==> config.mk <==
export PLATFORM = sky130hd
export DESIGN_NAME = cfg_serial_port
export DESIGN_NICKNAME = d
export VERILOG_FILES = /design/src/rtl/cfgport_pkg.sv /design/src/rtl/cfgport_sync.sv /design/src/rtl/cfgport_frame.sv /design/src/rtl/cfgport_regbank.sv /design/src/rtl/cfgport_readout.sv /design/src/rtl/cfg_serial_port.sv
export SDC_FILE = /design/constraint.sdc
export NUM_CORES = 1
export LEC_CHECK = 0
export ABC_AREA = 1
export BUFFER_PORTS_ARGS = -buffer_cell sky130_fd_sc_hd__buf_2
export CORE_MARGIN = 2
export CORE_UTILIZATION = 40
export CTS_BUF_LIST = sky130_fd_sc_hd__clkbuf_8
export DETAILED_ROUTE_END_ITERATION = 6
export GPL_ROUTABILITY_DRIVEN = 0
export PLACE_DENSITY = 0.63
export SLEW_MARGIN = 10
export SYNTH_ARGS = -nofsm -noshare
export SYNTH_HDL_FRONTEND = slang
export SYNTH_SLANG_ARGS = --single-unit
==> constraint.sdc <==
create_clock -name clk -period 4.5 [get_ports clk]
set_input_delay 0.9 -clock clk [delete_from_list [all_inputs] [get_ports clk]]
set_output_delay 0.9 -clock clk [all_outputs]
set_load 0.01 [all_outputs]
==> src/rtl/cfgport_pkg.sv <==
package cfgport_pkg;

  localparam int ADDR_W  = 7;
  localparam int DATA_W  = 8;
  localparam int FRAME_W = ADDR_W + 1 + DATA_W;
  localparam int SHIFT_W = FRAME_W - 1;
  localparam int CNT_W   = $clog2(FRAME_W + 1);

  typedef logic [ADDR_W-1:0]  addr_t;
  typedef logic [DATA_W-1:0]  data_t;
  typedef logic [SHIFT_W-1:0] shift_t;
  typedef logic [CNT_W-1:0]   cnt_t;

  // counter value helper
  function automatic cnt_t cnt_of(input int v);
    return cnt_t'(v);
  endfunction

  // address held in the shifter once the header's address part is in
  function automatic addr_t hdr_addr_of(input shift_t s);
    return s[ADDR_W-1:0];
  endfunction

  // with 15 bits shifted: address occupies the top seven positions
  function automatic addr_t frame_addr_of(input shift_t s);
    return s[SHIFT_W-1 -: ADDR_W];
  endfunction

  // with 15 bits shifted: direction flag sits just above the 7 data bits
  function automatic logic frame_rw_of(input shift_t s);
    return s[DATA_W-1];
  endfunction

  // with 15 bits shifted plus the incoming last bit: full data byte
  function automatic data_t frame_data_of(input shift_t s, input logic last_bit);
    return {s[DATA_W-2:0], last_bit};
  endfunction

  // true when the address is backed by a register
  function automatic logic addr_ok(input addr_t a, input int nregs);
    return int'(a) < nregs;
  endfunction

endpackage

==> src/rtl/cfgport_sync.sv <==
module cfgport_sync #(
  parameter int               W       = 1,
  parameter int               STAGES  = 2,
  parameter logic [W-1:0]     RST_VAL = '0
) (
  input  logic         clk,
  input  logic         rst_n,
  input  logic [W-1:0] d,
  output logic [W-1:0] q
);

  logic [W-1:0] stg [STAGES];

  genvar s;
  generate
    for (s = 0; s < STAGES; s++) begin : g_stage
      if (s == 0) begin : g_first
        always_ff @(posedge clk or negedge rst_n) begin
          if (!rst_n) stg[0] <= RST_VAL;
          else        stg[0] <= d;
        end
      end else begin : g_next
        always_ff @(posedge clk or negedge rst_n) begin
          if (!rst_n) stg[s] <= RST_VAL;
          else        stg[s] <= stg[s-1];
        end
      end
    end
  endgenerate

  assign q = stg[STAGES-1];

endmodule

==> src/rtl/cfgport_frame.sv <==
module cfgport_frame
  import cfgport_pkg::*;
(
  input  logic  clk,
  input  logic  rst_n,
  input  logic  sck_s,
  input  logic  sdi_s,
  input  logic  csn_s,
  output logic  sel,
  output logic  sck_fall,
  output cnt_t  bit_cnt,
  output logic  hdr_rw,
  output logic  hdr_take,
  output addr_t hdr_addr,
  output logic  rd_launch,
  output logic  wr_en,
  output addr_t wr_addr,
  output data_t wr_data
);

  localparam cnt_t CNT_HDR  = cnt_of(ADDR_W);
  localparam cnt_t CNT_LAST = cnt_of(FRAME_W - 1);
  localparam cnt_t CNT_FULL = cnt_of(FRAME_W);

  logic   sck_d;
  shift_t shreg;
  logic   sck_rise;
  logic   take;
  logic   last_take;

  assign sel      = ~csn_s;
  assign sck_rise = sck_s & ~sck_d;
  assign sck_fall = ~sck_s & sck_d;

  // select has priority: an edge seen while deselected is dropped
  assign take      = sck_rise & sel & (bit_cnt != CNT_FULL);
  assign hdr_take  = take & (bit_cnt == CNT_HDR);
  assign last_take = take & (bit_cnt == CNT_LAST);

  assign hdr_addr  = hdr_addr_of(shreg);
  assign rd_launch = hdr_take & ~sdi_s;

  assign wr_addr = frame_addr_of(shreg);
  assign wr_data = frame_data_of(shreg, sdi_s);
  assign wr_en   = last_take & frame_rw_of(shreg);

  always_ff @(posedge clk or negedge rst_n) begin
    if (!rst_n) begin
      sck_d   <= 1'b0;
      bit_cnt <= '0;
      shreg   <= '0;
      hdr_rw  <= 1'b1;
    end else begin
      sck_d <= sck_s;
      if (!sel) begin
        bit_cnt <= '0;
        shreg   <= '0;
        hdr_rw  <= 1'b1;
      end else if (take) begin
        shreg   <= {shreg[SHIFT_W-2:0], sdi_s};
        bit_cnt <= bit_cnt + cnt_of(1);
        if (hdr_take) hdr_rw <= sdi_s;
      end
    end
  end

endmodule

==> src/rtl/cfgport_regbank.sv <==
module cfgport_regbank
  import cfgport_pkg::*;
#(
  parameter int NUM_REGS = 33
) (
  input  logic                       clk,
  input  logic                       rst_n,
  input  logic                       wr_en,
  input  addr_t                      wr_addr,
  input  data_t                      wr_data,
  input  addr_t                      rd_addr,
  output data_t                      rd_data,
  output logic [NUM_REGS*DATA_W-1:0] regs_o
);

  data_t mem_q [NUM_REGS];

  genvar g;
  generate
    for (g = 0; g < NUM_REGS; g++) begin : g_reg
      always_ff @(posedge clk or negedge rst_n) begin
        if (!rst_n)                                  mem_q[g] <= '0;
        else if (wr_en && wr_addr == ADDR_W'(g))     mem_q[g] <= wr_data;
      end
      assign regs_o[g*DATA_W +: DATA_W] = mem_q[g];
    end
  endgenerate

  always_comb begin
    rd_data = '0;
    if (addr_ok(rd_addr, NUM_REGS)) begin
      for (int i = 0; i < NUM_REGS; i++) begin
        if (rd_addr == ADDR_W'(i)) rd_data = mem_q[i];
      end
    end
  end

endmodule

==> src/rtl/cfgport_readout.sv <==
module cfgport_readout
  import cfgport_pkg::*;
(
  input  logic  clk,
  input  logic  rst_n,
  input  logic  sel,
  input  logic  sck_fall,
  input  cnt_t  bit_cnt,
  input  logic  launch,
  input  data_t launch_data,
  output logic  sdo,
  output logic  sdo_oe
);

  localparam cnt_t CNT_FIRST = cnt_of(ADDR_W + 1);
  localparam cnt_t CNT_FULL  = cnt_of(FRAME_W);

  data_t rd_sr;
  logic  armed;
  logic  in_data;

  assign in_data = (bit_cnt >= CNT_FIRST) && (bit_cnt < CNT_FULL);

  always_ff @(posedge clk or negedge rst_n) begin
    if (!rst_n) begin
      rd_sr  <= '0;
      armed  <= 1'b0;
      sdo    <= 1'b0;
      sdo_oe <= 1'b0;
    end else if (!sel) begin
      rd_sr  <= '0;
      armed  <= 1'b0;
      sdo    <= 1'b0;
      sdo_oe <= 1'b0;
    end else begin
      sdo_oe <= 1'b1;
      if (launch) begin
        rd_sr <= launch_data;
        armed <= 1'b1;
      end else if (armed && sck_fall && in_data) begin
        sdo   <= rd_sr[DATA_W-1];
        rd_sr <= {rd_sr[DATA_W-2:0], 1'b0};
      end
    end
  end

endmodule

==> src/rtl/cfg_serial_port.sv <==
module cfg_serial_port
  import cfgport_pkg::*;
#(
  parameter int NUM_REGS    = 33,
  parameter int SYNC_STAGES = 2
) (
  input  logic                       clk,
  input  logic                       rst_n,
  input  logic                       cfg_sck,
  input  logic                       cfg_sdi,
  input  logic                       cfg_csn,
  output logic                       cfg_sdo,
  output logic                       cfg_sdo_oe,
  output logic [NUM_REGS*DATA_W-1:0] cfg_regs_o
);

  logic  sck_s, sdi_s, csn_s;
  logic  sel, sck_fall, hdr_rw, hdr_take, rd_launch, wr_en;
  cnt_t  bit_cnt;
  addr_t hdr_addr, wr_addr;
  data_t wr_data, rd_data;

  cfgport_sync #(
    .W       (3),
    .STAGES  (SYNC_STAGES),
    .RST_VAL (3'b001)
  ) u_sync (
    .clk   (clk),
    .rst_n (rst_n),
    .d     ({cfg_sck, cfg_sdi, cfg_csn}),
    .q     ({sck_s, sdi_s, csn_s})
  );

  cfgport_frame u_frame (
    .clk       (clk),
    .rst_n     (rst_n),
    .sck_s     (sck_s),
    .sdi_s     (sdi_s),
    .csn_s     (csn_s),
    .sel       (sel),
    .sck_fall  (sck_fall),
    .bit_cnt   (bit_cnt),
    .hdr_rw    (hdr_rw),
    .hdr_take  (hdr_take),
    .hdr_addr  (hdr_addr),
    .rd_launch (rd_launch),
    .wr_en     (wr_en),
    .wr_addr   (wr_addr),
    .wr_data   (wr_data)
  );

  cfgport_regbank #(
    .NUM_REGS (NUM_REGS)
  ) u_bank (
    .clk     (clk),
    .rst_n   (rst_n),
    .wr_en   (wr_en),
    .wr_addr (wr_addr),
    .wr_data (wr_data),
    .rd_addr (hdr_addr),
    .rd_data (rd_data),
    .regs_o  (cfg_regs_o)
  );

  cfgport_readout u_rdout (
    .clk         (clk),
    .rst_n       (rst_n),
    .sel         (sel),
    .sck_fall    (sck_fall),
    .bit_cnt     (bit_cnt),
    .launch      (rd_launch),
    .launch_data (rd_data),
    .sdo         (cfg_sdo),
    .sdo_oe      (cfg_sdo_oe)
  );

endmodule

==> summary.txt, run 1 <==
Hold path
  • Min-Delay Path Class: flip-flop to flip-flop

Layout
  • Inserted Diodes: 0
  • Fin cells: 2470
  • Layout cells sized above 1: 22.0%
  • Area Growth Syn to Fin: 22.4%
  • Final #Nets: 1997

Synthesis
  • Seq cells post-synth: 302
  • Adder-Cell Fraction of Synth Area: 0.276%
  • Cell variety after synth: 31
  • FFs w/ async S/R, synth: 100%
  • Largest family of logic cells by synthesized area: simple AND/OR/NAND/NOR gates
  • Syn Nets: 1700
  • Synth Flop Type: dfrtp_1
  • Synth area leader: dfrtp_1
  • Synth Area in XOR/XNOR: 0%
  • Top cells by area, synth: dfrtp_1 55%, nand2_1 17%, o21ai_0 10%
  • Mux contribution to synthesized area: 0%
  • Compound-gate portion of the synthesized area: 11.6%
  • Register area share after synthesis: 55.7%
  • Syn Inst Count: 1692
  • Ys Warns: 0
  • Synth Area in Simple Gates: 26.8%
  • Top-count cell post-synth: nand2_1
  • Post-synth EDFFs: 0
  • List of most frequent post-synthesis cells: 599 x nand2_1, 300 x dfrtp_1, 271 x o21ai_0, 131 x nor2_1, 118 x inv_1
  • Cell area after synthesis: 13600 um^2
  • Post-synth top area share: 55.3%
  • Mean Syn Cell Area: 8.03 um^2

Power
  • VDD IR max: 220 uV
  • Lkg Pwr: 8.54 nW
  • Power per standard cell area: 323 nW/um^2
  • Overall Power: 5.38 mW

Timing
  • Final period utilization: 84.4%
  • Worst slew pin tran: 0.990 ns
  • Final Hold Fails: 0
  • Max_slew headroom: 34.0%
  • Fmax: 0.263 GHz
  • RSZ-0062 raised after global routing: no
  • Max Slew Vio Count: 0
  • Setup violators final: 0
  • Setup TNS Final: 0 ns
  • Minimum clock period: 3.80 ns
  • Clk_skew: 0.0196 ns

Placement
  • DP HPWL: 33300 um
  • Placed insts: 2384
  • # port buffers: 270

Setup path
  • CP Max Fanout: 18
  • Worst reg2reg setup slack: 0.70 ns
  • Startpoint Class: flip-flop
  • Type of the worst setup path: flip-flop to flip-flop
  • Critical Path Sink Type: flip-flop
  • Worst Path Required: 4.96 ns
  • Arrival time worst endpoint: 4.26 ns

Global routing
  • Antenna violations before repair: 1
  • First-pass GRT wire length: 71000 um
  • Vias in the first global route: 12171
  • Largest net degree at the start of global routing: 129
  • GR Overflow Total: 0
  • Total Routing Usage GR: 25.8%

Die
  • Die Ht: 188 um
  • Die area: 35400 um^2
  • Total core area: 33400 um^2
  • # IOs: 271
  • Cell row count: 67
  • Starting Density: 40.6%
  • Die Wd: 188 um

Clock tree
  • # hold bufs at CTS: 0
  • Postcts setup bufs: 0
  • CTS H-Tree Depth: 2
  • Clock transition at path regs: 0.06 ns
  • Clock Root Buffer: clkbuf_8
  • Post-CTS sizing: 0
  • TritonCTS Buffers: 51
  • Maximum clock insertion buffer count: 3
  • Clk Latency, worst-skew pair: 0.57 ns
  • Clk sinks: 302
  • TritonCTS clock tree: yes

Route
  • Total Wirelength: 46200 um
  • Wire length per cell: 18.7 um
  • Via-to-Cell Ratio: 5.15
  • Antenna-violating nets left: 0
  • 1st-iter DRT viols: 1197
  • Vias: 12709
  • Pre-antenna DRT Iters: 6
  • DRC errors left: 0

Run status
  • Status: finished, final reports clean

Job
  • Max-Cap Viols: 0
## cells in the final DEF, fill, tap and decap left out, types with 5 or more instances in the layout
cell,Yosys,layout
nand2_1,599,599
dfrtp_1,300,300
o21ai_0,271,271
buf_2,4,269
inv_1,118,132
nor2_1,131,131
clkbuf_8,0,62
nand3_1,46,46
buf_4,0,43
nand4_1,42,42
or2_2,30,30
a21oi_1,18,18
o22ai_1,16,16
nor2_2,11,11
inv_2,7,7
clkinv_2,0,6
or2_0,5,5
## sequential cells by signal, indices dropped and copies added, names as in the netlist
name,cells
u_bank.regs_o,264
u_sync.q,3
u_frame.sck_d,1
u_sync.stg,3
u_frame.shreg,15
u_rdout.sdo,1
u_frame.bit_cnt,5
u_rdout.sdo_oe,1
u_rdout.armed,1
u_rdout.rd_sr,8
## cell families (layout without fill, tap and decap cells)
logic type,after synthesis,in the layout
adder cells (fa/ha/maj),3,3
buffers and inverters,198,528
flip-flops,302,302
AO/OA/AOI/OAI,310,310
AND/OR/NAND/NOR,879,879
## cell type report
class	count	area (um^2)
Sequential cell	302	7560
Tap cell	448	561
Multi-Input combinational cell	1192	5270
Timing Repair Buffer	315	1720
Fill cell	3210	16800
Inverter	127	477
Clock inverter	24	180
Clock buffer	62	853
## worst max-delay path, cell delays in order, from the launching register on
cell and delay [ns]:
dfrtp_1 0.42, inv_2 0.30, nand2_4 0.10, nor2_2 0.15, nand2_2 0.19, o21ai_0 0.34, nand4_1 0.14, nor2_1 0.22
nand4_1 0.14, nor2_1 0.16, nand4_1 0.12, nand2_1 0.09, nand3_1 0.07, nand2_1 0.08, nand2_1 0.05, nand2_1 0.09
nand4_1 0.14, nand2_1 0.10, nand4_1 0.11, nor3_1 0.32, nand4_1 0.13, nand2_1 0.09, nand2_1 0.05, nand2_1 0.07
nand2_1 0.04
## per-stage QoR
stage | setup WS (ns) | hold WS [ns] | util [%] | cell area [um^2]
2_1_floorplan | 2.01 | 0.331 | - | 13600
3_3_place_gp | 0.829 | 0.333 | 46.6 | 15600
3_5_place_dp | 0.777 | 0.336 | 46.6 | 15600
4_1_cts | 0.773 | 0.349 | 49.7 | 16600
5_1_grt | 0.333 | 0.358 | 49.7 | 16600
6_report | 0.703 | 0.354 | 49.7 | 16600
## metal layers
metal  up-vias  track usage (%)  wire length [um]
met5         -                0                 0
met4         0             7.12               950
met3        67             4.32              3340
met2       528             41.0             21500
met1      6081             36.7             20400
li1       6033                -                 -
## where the power goes
group,switching [mW],internal [mW]
registers,0.00682,2.73
logic,0.105,0.0237
clock network,1.11,1.41
## final timing paths
check                                  from                 end  cells after the start
max                        u_frame.shreg[0]    u_rdout.rd_sr[2]                     24
min                           u_sync.stg[4]         u_sync.q[1]                      0
max reg2reg                u_frame.shreg[0]    u_rdout.rd_sr[2]                     24
min reg2reg                   u_sync.stg[4]         u_sync.q[1]                      0
max in group asynchronous             rst_n  u_bank.regs_o[156]                      2
min in group asynchronous             rst_n   u_bank.regs_o[40]                      1
Note: power is estimated with default switching activity, not from simulation.
==> inputs of run 2 (changes only) <==
==> constraint.sdc (replaced) <==
create_clock -name clk -period 3.9 [get_ports clk]
set_input_delay 0.78 -clock clk [delete_from_list [all_inputs] [get_ports clk]]
set_output_delay 0.78 -clock clk [all_outputs]
set_load 0.01 [all_outputs]
==> run 2 against run 1 <==
Effect of this change: global-route usage shrank 0.22 points; non-clock buffer count shrank 15; sequential share of layout area is essentially flat; first-iteration DRC count shrank 1.0%; sequential cell count is the same; critical path type unchanged; largest cell class unchanged.
==> summary.txt, run 2 (synthesis results as in run 1) <==
Run status
  • Status: finished, final reports clean

Global routing
  • Antenna violations before repair: 0
  • M3 GR Usage: 4.40%
  • GR Overflow Total: 0
  • Vias in the first global route: 12020
  • M1 GR Usage: 35.4%
  • Gr busiest metal: met2
  • GRT met2 Usage: 40.7%
  • First-pass GRT wire length: 70000 um
  • Largest net degree at the start of global routing: 110
  • Total Routing Usage GR: 25.6%

Setup path
  • Critical Path Sink Type: flip-flop
  • Arrival time worst endpoint: 3.97 ns
  • Critical path buffers and inverters: 4
  • Worst path slowest cell: dfrtp_1
  • Type of the worst setup path: flip-flop to flip-flop
  • Startpoint Class: flip-flop
  • Worst reg2reg setup slack: 0.39 ns
  • CP Max Fanout: 22
  • CP max stage delay: 0.42 ns
  • Cell family with most CP delay: simple AND/OR/NAND/NOR gates
  • Most numerous cell on the critical path: nand2_1
  • Worst Path Required: 4.36 ns

Clock tree
  • Clk sinks: 302
  • Clk Latency, worst-skew pair: 0.57 ns
  • Clock transition at path regs: 0.06 ns
  • TritonCTS clock tree: yes
  • Clock Root Buffer: clkbuf_8
  • TritonCTS Buffers: 53
  • # hold bufs at CTS: 0
  • CTS H-Tree Depth: 2
  • Maximum clock insertion buffer count: 3

Placement
  • # port buffers: 270
  • DP HPWL: 32900 um
  • Placed insts: 2364
  • Placed Area: 15400 um^2

Route
  • Total Wirelength: 45800 um
  • Via-to-Cell Ratio: 5.12
  • Wire length per cell: 18.6 um
  • Pre-antenna DRT Iters: 5
  • DRC errors left: 0
  • Vias: 12633
  • 1st-iter DRT viols: 1185
  • Antenna-violating nets left: 0

Die
  • Cell row count: 67
  • Die area: 35400 um^2
  • Starting Density: 40.6%
  • Die Wd: 188 um
  • # IOs: 271
  • Die Ht: 188 um
  • Total core area: 33400 um^2

Timing
  • Max_slew headroom: 39.9%
  • Setup violators final: 0
  • Fmax: 0.285 GHz
  • Minimum clock period: 3.51 ns
  • Final Hold Fails: 0
  • Final period utilization: 89.9%
  • WHS: 0.290 ns
  • Worst slew pin tran: 0.901 ns
  • Clk_skew: 0.0144 ns
  • Max Slew Vio Count: 0

Hold path
  • Min-Delay Path Class: input pin to asynchronous set/reset pin

Layout
  • Final #Nets: 1984
  • Area Growth Syn to Fin: 22.5%
  • Max reg flops: 264
  • Inserted Diodes: 0
  • Commonest non-fill, non-tap cell in the layout: nand2_1
  • Finished Cell Area: 16600 um^2
  • Commonest cells after routing, fill and taps aside: 599 x nand2_1, 300 x dfrtp_1, 271 x o21ai_0
  • Fin cells: 2467
  • Layout cells sized above 1: 21.8%

Power
  • VDD IR max: 193 uV
  • Lkg Pwr: 8.55 nW
  • Power per standard cell area: 378 nW/um^2

Job
  • Max-Cap Viols: 0
run 2: what timing repair did:
item	4_1_cts	5_1_grt
hold endpoints to repair	0	0
setup buffers	0	5
setup endpoints to repair	0	7
gates resized for setup	0	11
run 2: layout make-up:
cell class / count / area [um^2]
Timing Repair Buffer: 300 / 1650
Tap cell: 448 / 561
Clock inverter: 28 / 150
Clock buffer: 70 / 963
Multi-Input combinational cell: 1192 / 5280
Sequential cell: 302 / 7560
Inverter: 127 / 479
Fill cell: 3283 / 16800
run 2: report_power, final:
part	total [mW]	internal, mW	leakage, nW	switching, mW
clock network	2.99	1.67	0.638	1.32
logic	0.155	0.0308	3.72	0.124
registers	3.15	3.15	4.19	0.00843
total	6.30	4.85	8.55	1.45
run 2: final timing paths:
path	start	end	depth (start not counted)
worst min register to register	u_sync.stg[4]	u_sync.q[1]	0
worst max register to register	u_frame.shreg[0]	u_rdout.rd_sr[3]	30
min in group clk	cfg_csn	u_sync.stg[3]	1
worst max-delay path	u_frame.shreg[0]	u_rdout.rd_sr[3]	30
max in group asynchronous	rst_n	u_sync.stg[3]	2
worst min-delay path	rst_n	u_bank.regs_o[28]	1
run 2: per-layer routing:
| metal | vias to the layer above | share of wire [%] |
|---|---|---|
| li1 | 6017 | - |
| met1 | 5999 | 44 |
| met2 | 516 | 46 |
| met3 | 101 | 6.8 |
| met4 | 0 | 3.3 |
| met5 | - | 0 |
run 2: through the flow:
stage | total power, mW | TNS [ns] | utilization (%) | setup WS (ns)
floorplan | 3.26 | 0 | - | 1.41
global placement | 3.37 | 0 | 46.2 | 0.148
detailed placement | 3.37 | 0 | 46.2 | 0.0748
CTS | 6.35 | 0 | 49.5 | 0.0569
global route | 6.52 | -0.00487 | 49.8 | -0.00487
finish | 6.30 | 0 | 49.8 | 0.394
==> inputs of run 3 (changes only) <==
--- a/config.mk
+++ b/config.mk
@@ -8,11 +8,11 @@
 export ABC_AREA = 1
 export BUFFER_PORTS_ARGS = -buffer_cell sky130_fd_sc_hd__buf_2
 export CORE_MARGIN = 2
-export CORE_UTILIZATION = 40
+export CORE_UTILIZATION = 43
 export CTS_BUF_LIST = sky130_fd_sc_hd__clkbuf_8
 export DETAILED_ROUTE_END_ITERATION = 6
 export GPL_ROUTABILITY_DRIVEN = 0
-export PLACE_DENSITY = 0.63
+export PLACE_DENSITY = 0.67
 export SLEW_MARGIN = 10
 export SYNTH_ARGS = -nofsm -noshare
 export SYNTH_HDL_FRONTEND = slang
==> run 3 against run 2 <==
Effect of this change: sequential power hardly changed; fmax is 1.8% lower; worst setup slack worse by 0.065 ns; largest cell class unchanged; die area is 6.8% lower; sequential share of layout area is 0.72 points higher; critical path depth is 2 lower; wire length is 2.2% lower; sequential cell count stayed put; clock skew is 0.012 ns higher; largest power group unchanged.
==> summary.txt, run 3 (synthesis results as in run 1) <==
Run status
  • Status: finished, final reports clean

Placement
  • Dpl ws: 0.166 ns
  • Placed insts: 2315
  • Placed Area: 15400 um^2
  • # port buffers: 270
  • DP HPWL: 32100 um

Job
  • Max-Cap Viols: 0

Layout
  • Inserted Diodes: 0
  • Layout cells sized above 1: 20.9%
  • Post-Route Utilization: 52.3%
  • Fin cells: 2404
  • Area Growth Syn to Fin: 20.6%
  • Max reg flops: 264
  • Final #Nets: 1975
  • Commonest cells after routing, fill and taps aside: 599 x nand2_1, 300 x dfrtp_1, 271 x o21ai_0
  • Fill cell count: 2967
  • Commonest non-fill, non-tap cell in the layout: nand2_1
  • Finished Cell Area: 16400 um^2

Clock tree
  • Clock transition at path regs: 0.06 ns
  • TritonCTS clock tree: yes
  • CTS H-Tree Depth: 2
  • Clock Root Buffer: clkbuf_8
  • TritonCTS Buffers: 50
  • Clk sinks: 302
  • Clk Latency, worst-skew pair: 0.58 ns
  • Maximum clock insertion buffer count: 3

Timing
  • Final period utilization: 91.6%
  • WHS: 0.207 ns
  • Max_slew headroom: 46.7%
  • Clk_skew: 0.0267 ns
  • Minimum clock period: 3.57 ns
  • RSZ-0062 raised after global routing: no
  • Worst slew pin tran: 0.797 ns
  • Worst Slack Setup Final: 0.329 ns
  • Setup TNS Final: 0 ns
  • Final Hold Fails: 0
  • Setup violators final: 0
  • Max Slew Vio Count: 0
  • Fmax: 0.280 GHz

Power
  • Overall Power: 6.06 mW
  • Power per standard cell area: 370 nW/um^2
  • VDD IR max: 218 uV
  • Lkg Pwr: 8.44 nW

Route
  • 1st-iter DRT viols: 1371
  • Antenna-violating nets left: 0
  • Vias: 12737
  • Via-to-Cell Ratio: 5.30
  • Wire length per cell: 18.6 um
  • DRC errors left: 0
  • Total Wirelength: 44800 um
  • Pre-antenna DRT Iters: 5

Global routing
  • Antenna violations before repair: 0
  • Largest net degree at the start of global routing: 85
  • Vias in the first global route: 11841
  • GR Overflow Total: 0
  • First-pass GRT wire length: 68700 um
  • Total Routing Usage GR: 26.8%

Die
  • Die Wd: 182 um
  • # IOs: 271
  • Total core area: 31300 um^2
  • Die Ht: 182 um
  • Die area: 33000 um^2
  • Cell row count: 65
  • Starting Density: 43.4%

Setup path
  • Arrival time worst endpoint: 4.05 ns
  • Type of the worst setup path: flip-flop to flip-flop
  • Startpoint Class: flip-flop
  • Most numerous cell on the critical path: nand2_1
  • Critical Path Sink Type: flip-flop
  • Worst Path Required: 4.38 ns
  • CP Max Fanout: 17
  • Worst path slowest cell: dfrtp_1
  • CP max stage delay: 0.46 ns
  • Worst reg2reg path depth: 28

Hold path
  • Min-Delay Path Class: input pin to asynchronous set/reset pin
run 3: report_power, final:
group          total [mW]  internal, mW  switching (mW)  leakage [nW]
logic               0.152        0.0297           0.122          3.68
clock network        2.75          1.47            1.28         0.571
registers            3.15          3.15         0.00903          4.19
total                6.06          4.64            1.42          8.44
run 3: cell type report:
type,instances,area (um^2),area share [%]
sequential,302,7560,46.1
multi-input combinational,1192,5280,32.2
timing repair buffer,294,1590,9.68
clock buffer,61,840,5.12
tap,402,503,3.07
inverter,127,482,2.94
clock inverter,26,135,0.825
run 3: critical path, delay by kind of cell, from the launching register on:
kind	cells	cell delay, ns
AND/OR/NAND/NOR	24	2.46
buffers and inverters	4	0.53
flip-flops	1	0.46
run 3: path summary, 6_finish.rpt:
check,startpoint,to,slack (ns)
max,u_frame.shreg[0],u_rdout.rd_sr[6],0.33
min,rst_n,u_bank.regs_o[35],0.21
max reg2reg,u_frame.shreg[0],u_rdout.rd_sr[6],0.33
min reg2reg,u_sync.stg[4],u_sync.q[1],0.36
max in group asynchronous,rst_n,u_bank.regs_o[181],2.77
min in group clk,cfg_csn,u_sync.stg[3],0.30
run 3: repair_timing:
| action | 4_1_cts | 5_1_grt |
|---|---|---|
| endpoints found under the setup margin | 0 | 8 |
| hold endpoints to repair | 0 | 0 |
| hold buffers | 0 | 0 |
| resized for setup | 0 | 6 |
| setup buffers | 0 | 2 |
run 3: routing by layer:
layer / vias to the layer above / GRT usage [%] / part of all wire, %
met4: 0 / 9.17 / 3.2
met5: - / 0 / 0
li1: 5992 / - / -
met3: 105 / 4.47 / 7.7
met1: 6049 / 37.8 / 43
met2: 591 / 42.1 / 46
